==> config.mk <==
export PLATFORM = sky130hd
export DESIGN_NAME = mdu_core
export DESIGN_NICKNAME = d
export VERILOG_FILES = /design/src/rtl/mdu_pkg.sv /design/src/rtl/mdu_ctrl.sv /design/src/rtl/mdu_mul.sv /design/src/rtl/mdu_div.sv /design/src/rtl/mdu_core.sv
export SDC_FILE = /design/constraint.sdc
export NUM_CORES = 1
export LEC_CHECK = 0
export BUFFER_PORTS_ARGS = -buffer_cell sky130_fd_sc_hd__buf_2
export CAP_MARGIN = 0
export CORE_AREA = 5 5 198 200
export DETAILED_ROUTE_END_ITERATION = 8
export DIE_AREA = 0 0 203 205
export PLACE_DENSITY = 0.79
export SKIP_CTS_REPAIR_TIMING = 1
export SLEW_MARGIN = 20
export SYNTH_ARGS = -nofsm -noshare
export SYNTH_HDL_FRONTEND = slang
export SYNTH_SLANG_ARGS = --single-unit
==> constraint.sdc <==
create_clock -name clk_i -period 6.5 [get_ports clk_i]
set_input_delay 0.325 -clock clk_i [delete_from_list [all_inputs] [get_ports clk_i]]
set_output_delay 0.325 -clock clk_i [all_outputs]
set_load 0.01 [all_outputs]
==> src/rtl/mdu_pkg.sv <==
package mdu_pkg;
  localparam logic [5:0] FN_MFHI  = 6'b010000;
  localparam logic [5:0] FN_MTHI  = 6'b010001;
  localparam logic [5:0] FN_MFLO  = 6'b010010;
  localparam logic [5:0] FN_MTLO  = 6'b010011;
  localparam logic [5:0] FN_MULT  = 6'b011000;
  localparam logic [5:0] FN_MULTU = 6'b011001;
  localparam logic [5:0] FN_DIV   = 6'b011010;
  localparam logic [5:0] FN_DIVU  = 6'b011011;

  function automatic logic fn_is_long(input logic [5:0] f);
    return (f == FN_MULT) || (f == FN_MULTU) || (f == FN_DIV) || (f == FN_DIVU);
  endfunction

  function automatic logic fn_is_div(input logic [5:0] f);
    return (f == FN_DIV) || (f == FN_DIVU);
  endfunction

  function automatic logic fn_is_signed(input logic [5:0] f);
    return (f == FN_MULT) || (f == FN_DIV);
  endfunction
endpackage

==> src/rtl/mdu_ctrl.sv <==
module mdu_ctrl #(
  parameter int unsigned MUL_LAT = 32,
  parameter int unsigned DIV_LAT = 38,
  parameter int unsigned CW      = $clog2(DIV_LAT + 1)
) (
  input  logic          clk_i,
  input  logic          rst_ni,
  input  logic          launch_i,
  input  logic          is_div_i,
  output logic          busy_o,
  output logic          done_o,
  output logic          is_div_o,
  output logic [CW-1:0] step_o,
  output logic          finish_o
);
  localparam logic [CW-1:0] MUL_LAST = CW'(MUL_LAT - 1);
  localparam logic [CW-1:0] DIV_LAST = CW'(DIV_LAT - 1);

  logic          busy_q, done_q, is_div_q;
  logic [CW-1:0] cnt_q;
  logic [CW-1:0] last;

  assign last     = is_div_q ? DIV_LAST : MUL_LAST;
  assign finish_o = busy_q && (cnt_q == last);

  always_ff @(posedge clk_i or negedge rst_ni) begin
    if (!rst_ni) begin
      busy_q   <= 1'b0;
      done_q   <= 1'b0;
      is_div_q <= 1'b0;
      cnt_q    <= '0;
    end else begin
      done_q <= finish_o;
      if (launch_i) begin
        busy_q   <= 1'b1;
        cnt_q    <= '0;
        is_div_q <= is_div_i;
      end else if (busy_q) begin
        if (finish_o) busy_q <= 1'b0;
        else          cnt_q  <= cnt_q + 1'b1;
      end
    end
  end

  assign busy_o   = busy_q;
  assign done_o   = done_q;
  assign is_div_o = is_div_q;
  assign step_o   = cnt_q;

  assert_busy_holds_R7: assert property (@(posedge clk_i) disable iff (!rst_ni)
    busy_q && !finish_o |=> busy_q && (cnt_q == $past(cnt_q) + 1'b1));
  assert_done_single_R7: assert property (@(posedge clk_i) disable iff (!rst_ni)
    done_q |=> !done_q);
  assert_done_ends_busy_R7: assert property (@(posedge clk_i) disable iff (!rst_ni)
    done_q |-> !busy_q);
  assert_count_bound_R5: assert property (@(posedge clk_i) disable iff (!rst_ni)
    busy_q |-> cnt_q <= last);
endmodule

==> src/rtl/mdu_mul.sv <==
module mdu_mul #(
  parameter int unsigned W = 32
) (
  input  logic           clk_i,
  input  logic           rst_ni,
  input  logic           load_i,
  input  logic           signed_i,
  input  logic [W-1:0]   a_i,
  input  logic [W-1:0]   b_i,
  input  logic           step_i,
  output logic [2*W-1:0] prod_o
);
  logic [2*W-1:0] prod_q, prod_nx;
  logic [W-1:0]   mcand_q, a_mag, b_mag;
  logic           neg_q;
  logic [W:0]     upper;

  assign a_mag = (signed_i && a_i[W-1]) ? -a_i : a_i;
  assign b_mag = (signed_i && b_i[W-1]) ? -b_i : b_i;

  // shift-add: add multiplicand into upper half when lsb set, then shift right
  assign upper   = {1'b0, prod_q[2*W-1:W]} + (prod_q[0] ? {1'b0, mcand_q} : '0);
  assign prod_nx = step_i ? {upper, prod_q[W-1:1]} : prod_q;
  assign prod_o  = neg_q ? -prod_nx : prod_nx;

  always_ff @(posedge clk_i or negedge rst_ni) begin
    if (!rst_ni) begin
      prod_q  <= '0;
      mcand_q <= '0;
      neg_q   <= 1'b0;
    end else if (load_i) begin
      prod_q  <= {{W{1'b0}}, b_mag};
      mcand_q <= a_mag;
      neg_q   <= signed_i && (a_i[W-1] ^ b_i[W-1]);
    end else begin
      prod_q <= prod_nx;
    end
  end
endmodule

==> src/rtl/mdu_div.sv <==
module mdu_div #(
  parameter int unsigned W = 32
) (
  input  logic         clk_i,
  input  logic         rst_ni,
  input  logic         load_i,
  input  logic         signed_i,
  input  logic [W-1:0] a_i,
  input  logic [W-1:0] b_i,
  input  logic         step_i,
  output logic [W-1:0] quo_o,
  output logic [W-1:0] rem_o
);
  logic [W-1:0] rem_q, quo_q, dvs_q, a_mag, b_mag;
  logic [W-1:0] rem_nx, quo_nx;
  logic         qneg_q, rneg_q, fits;
  logic [W:0]   shifted, diff;

  assign a_mag = (signed_i && a_i[W-1]) ? -a_i : a_i;
  assign b_mag = (signed_i && b_i[W-1]) ? -b_i : b_i;

  // restoring step: bring in next dividend bit, subtract divisor if it fits
  assign shifted = {rem_q, quo_q[W-1]};
  assign diff    = shifted - {1'b0, dvs_q};
  assign fits    = shifted >= {1'b0, dvs_q};
  assign rem_nx  = !step_i ? rem_q : (fits ? diff[W-1:0] : shifted[W-1:0]);
  assign quo_nx  = !step_i ? quo_q : {quo_q[W-2:0], fits};

  assign quo_o = qneg_q ? -quo_nx : quo_nx;
  assign rem_o = rneg_q ? -rem_nx : rem_nx;

  always_ff @(posedge clk_i or negedge rst_ni) begin
    if (!rst_ni) begin
      rem_q  <= '0;
      quo_q  <= '0;
      dvs_q  <= '0;
      qneg_q <= 1'b0;
      rneg_q <= 1'b0;
    end else if (load_i) begin
      rem_q  <= '0;
      quo_q  <= a_mag;
      dvs_q  <= b_mag;
      qneg_q <= signed_i && (a_i[W-1] ^ b_i[W-1]);
      rneg_q <= signed_i && a_i[W-1];
    end else begin
      rem_q <= rem_nx;
      quo_q <= quo_nx;
    end
  end

  assert_partial_rem_R3: assert property (@(posedge clk_i) disable iff (!rst_ni)
    (dvs_q != '0) |-> (rem_q < dvs_q));
endmodule

==> src/rtl/mdu_core.sv <==
module mdu_core
  import mdu_pkg::*;
#(
  parameter int unsigned W       = 32,
  parameter int unsigned MUL_LAT = 32,
  parameter int unsigned DIV_LAT = 38
) (
  input  logic         clk_i,
  input  logic         rst_ni,
  input  logic         start_i,
  input  logic [5:0]   func_i,
  input  logic [W-1:0] op_a_i,
  input  logic [W-1:0] op_b_i,
  output logic         busy_o,
  output logic         done_o,
  output logic [W-1:0] hi_o,
  output logic [W-1:0] lo_o,
  output logic [W-1:0] rd_data_o
);
  localparam int unsigned MAX_LAT = (DIV_LAT > MUL_LAT) ? DIV_LAT : MUL_LAT;
  localparam int unsigned CW      = $clog2(MAX_LAT + 1);

  logic           busy, is_div, finish, accept, launch, step_en;
  logic [CW-1:0]  step;
  logic [W-1:0]   hi_q, lo_q, quo, rem;
  logic [2*W-1:0] prod;

  assign accept  = start_i && !busy;
  assign launch  = accept && fn_is_long(func_i);
  assign step_en = busy && (step < CW'(W));

  mdu_ctrl #(.MUL_LAT(MUL_LAT), .DIV_LAT(DIV_LAT), .CW(CW)) u_ctrl (
    .clk_i(clk_i), .rst_ni(rst_ni), .launch_i(launch), .is_div_i(fn_is_div(func_i)),
    .busy_o(busy), .done_o(done_o), .is_div_o(is_div), .step_o(step), .finish_o(finish)
  );

  mdu_mul #(.W(W)) u_mul (
    .clk_i(clk_i), .rst_ni(rst_ni), .load_i(launch && !fn_is_div(func_i)),
    .signed_i(fn_is_signed(func_i)), .a_i(op_a_i), .b_i(op_b_i),
    .step_i(step_en && !is_div), .prod_o(prod)
  );

  mdu_div #(.W(W)) u_div (
    .clk_i(clk_i), .rst_ni(rst_ni), .load_i(launch && fn_is_div(func_i)),
    .signed_i(fn_is_signed(func_i)), .a_i(op_a_i), .b_i(op_b_i),
    .step_i(step_en && is_div), .quo_o(quo), .rem_o(rem)
  );

  always_ff @(posedge clk_i or negedge rst_ni) begin
    if (!rst_ni) begin
      hi_q <= '0;
      lo_q <= '0;
    end else if (finish) begin
      hi_q <= is_div ? rem : prod[2*W-1:W];
      lo_q <= is_div ? quo : prod[W-1:0];
    end else if (accept && func_i == FN_MTHI) begin
      hi_q <= op_a_i;
    end else if (accept && func_i == FN_MTLO) begin
      lo_q <= op_a_i;
    end
  end

  always_comb begin
    unique case (func_i)
      FN_MFHI: rd_data_o = hi_q;
      FN_MFLO: rd_data_o = lo_q;
      default: rd_data_o = '0;
    endcase
  end

  assign busy_o = busy;
  assign hi_o   = hi_q;
  assign lo_o   = lo_q;

  assert_busy_ignores_start_R8: assert property (@(posedge clk_i) disable iff (!rst_ni)
    busy && !finish |=> $stable(hi_q) && $stable(lo_q));
  assert_move_no_busy_R9: assert property (@(posedge clk_i) disable iff (!rst_ni)
    !busy && start_i && (func_i == FN_MTHI || func_i == FN_MTLO) |=> !busy && !done_o);
  assert_done_after_busy_R7: assert property (@(posedge clk_i) disable iff (!rst_ni)
    $rose(done_o) |-> $past(busy));
endmodule

==> out/metrics.cfg <==
[run_status]
status=completed

[timing]
slew_viol_final=0
slew_headroom_pct=25.57
fin_crit_sh_pct=85.35
grt_setup_unrepaired=no
fin_tns_setup_ps=0
finalHoldViolCount=0
skew_ps=13.01
min_period_ps=5547
finalSetupViolations=0
tightestPinTransition_ps=1117
fmax_mhz=180.3
worst_slack_ps=952.5

[yosys]
ys_async_sr_fraction_pct=100.0
ys_warn_count=0
synth_xor_area_share_pct=7.805
synth_top_area_cell=dfrtp_1
synthAdderAreaFrac_pct=4.164
syn_area_per_cell_um2=7.934
synth_common_cells=nand2_1, dfrtp_1, nor2_1
synth_flop_cell=dfrtp_1
synthTopCellsByArea=dfrtp_1, mux2i_1, nand2_1
synth_top_family_by_area=compound AO/OA/AOI/OAI gates
ys_seq_area_share_pct=30.49
ys_types=110
yosysMostFrequentCell=nand2_1
syn_inst=2772
synthMuxAreaShare_pct=7.498
synth_top_area_share_pct=30.49
synth_seq_cells=268
synth_edf_count=0
synth_area_um2=21990
synth-compound-area-share_pct=22.97
synth-simple-area-share_pct=22.51
syn_nets=2917

[floorplan]
fp.dieH_um=205
die_w_um=203
die_area_um2=41620
num_rows=71
pin_count=171
start_util_pct=59.09
core_area_um2=37220

[power_and_ir_drop]
p_leak_uw=0.01064
worst_ir_drop_vdd_uv=378.6
power_density_nw_per_um2=520.9

[setup_path]
rrSetupSlack_ps=950
cp_max_fo=10
r2r-end=lo_o[28]$_DFFE_PN0P_
reg2reg_from=u_div.rem_q[17]$_DFF_PN0_
start_kind=flop
worstPathRequired_ps=6910
arrival_ps=5960
path_class=flop to flop
startpoint=u_div.rem_q[17]$_DFF_PN0_
r2r_cells=20
worstSetupEndpointType=flop

[clock_tree]
cts_sinks=268
clk_path_buf_depth=3
cts_tree=built
clock-root-buffer=clkbuf_16
clkTransAtPathRegs_ps=60
clk_latency_ps=560
htreeDepth=2
numCtsBuffers=35

[global_routing]
gr-usage-all-layers_pct=37.81
grt_max_degree=163
grt_pass1_vias=21290
antenna_found_initial=0
gr-total-overflow=0
grt_pass1_wl_um=123800

[min_path]
hold_depth=3
hp-class=input pin to flop
hold_end=u_mul.prod_q[0]$_DFF_PN0_
hp-start=op_b_i[0]

[placement]
pre_cts_slack_ps=1126
hpwl_um=59550
io_buffer_count=170
place_congestion=1.001
placedInstanceArea_um2=23050

[detailed_routing]
wirelength_um=80920
drt_iter0_drc=2798
drc=0
viasPerCell=6.774
dr_total_vias=22600
post_drt_wl_per_cell_um=24.26
drt_pass1_iterations=6
ant_nets=0

[run]
drv_cap=0

[layout]
design_area_um2=24160
fin_nets=2985
drive_above_1_share_pct=11.88
antennaDiodeCount=0
area_growth_pct=9.836

logic make-up (layout without fill, tap and decap cells):
group	count (synthesis)	count (layout)
AOI/OAI and AO/OA	780	780
xor gates and xnor gates	196	196
adders and majority gates	72	72
buffers and inverters	250	340
DFF	268	268
muxes	164	164
and+or+nand+nor	1042	1042
area by class of cell:
type / instances / area (um2)
inverters: 74 / 277.8
repair buffers: 207 / 1154
fillers: 3231 / 13070
well taps: 474 / 593.1
multi-input cells: 2254 / 14330
clock buffers: 51 / 1028
clock inverters: 8 / 70.07
flip-flops and latches: 268 / 6709
cells in the final DEF, fill, tap and decap left out, drive strengths merged, types with 7 or more instances in the layout:
cell and instances:
ha 70, xor2 93, a41o 7, o21ai 231, o22ai 10, a221oi 10, and2 72, o2111ai 7
a21o 20, a21boi 14, nand2 413, and3 14, or2 16, nor2 262, or4 14, or3 25
o41ai 17, o31ai 35, o21a 18, a21oi 193, nand3 60, mux2i 161, inv 73, and4 7
a221o 8, buf 206, nand2b 15, xnor2 103, o211ai 31, a211o 9, clkbuf 51, o221ai 7
dfrtp 268, a31oi 43, nor4 22, a211oi 61, nand4 32, nor3 52, nor2b 8
routing by layer:
layer  global-route usage [%]  part of all wire [%]
met1                    48.76                    38
met2                    61.61                    46
met3                    6.855                    10
met4                    18.53                   5.7
met5                        0                     0
worst max-delay path by stage:
stage / end / slack, ps / cells past startpoint
after global routing: lo_o[28]$_DFFE_PN0P_ / 560 / 20
after CTS: lo_o[28]$_DFFE_PN0P_ / 1100 / 20
after detailed placement: lo_o[28]$_DFFE_PN0P_ / 1130 / 19
after global placement: lo_o[28]$_DFFE_PN0P_ / 1260 / 19
final: lo_o[28]$_DFFE_PN0P_ / 950 / 20
after floorplan: hi_o[30]$_DFFE_PN0P_ / 970 / 19
per-stage QoR:
| stage | std cells | power (uW) | utilization (%) | hold WS [ps] |
|---|---|---|---|---|
| final | 3336 | 12580 | 64.90 | 63.28 |
| after global routing | 3336 | 13350 | 64.90 | 104.6 |
| after CTS | 3335 | 12340 | 64.87 | -116.2 |
| after detailed placement | 3276 | 10380 | 61.92 | 454.7 |
| after global placement | 3276 | 10220 | 61.92 | 453.5 |
| after floorplan | 2772 | 8096 | - | 29.41 |
state kept, by name (all words and copies together), names as in the netlist, 6 cells and up:
register,count
hi_o,32
lo_o,32
u_ctrl.step_o,6
u_div.dvs_q,32
u_div.quo_q,32
u_div.rem_q,32
u_mul.mcand_q,32
u_mul.prod_q,64
worst max-delay path: stages, from the launching register on:
cell      delay, ps
dfrtp_1         400
ha_1            420
a21oi_1         290
o21bai_1        170
a211oi_2        300
o21ai_1          90
buf_4           190
nor3_2          250
nand2_1         130
o21ai_0         160
ha_1            250
or4b_2          650
nor2_1          170
nand3_1         200
nand2b_1        290
or2_2           370
o21ai_1         370
o21ai_0         200
xnor2_1         170
a211oi_1        260
a21oi_1          60
where the power goes:
| part | switching (uW) | internal [uW] |
|---|---|---|
| Sequential | 738 | 2350 |
| Combinational | 4890 | 2700 |
| Clock | 782 | 1130 |
(Power assumes the default switching activity.)
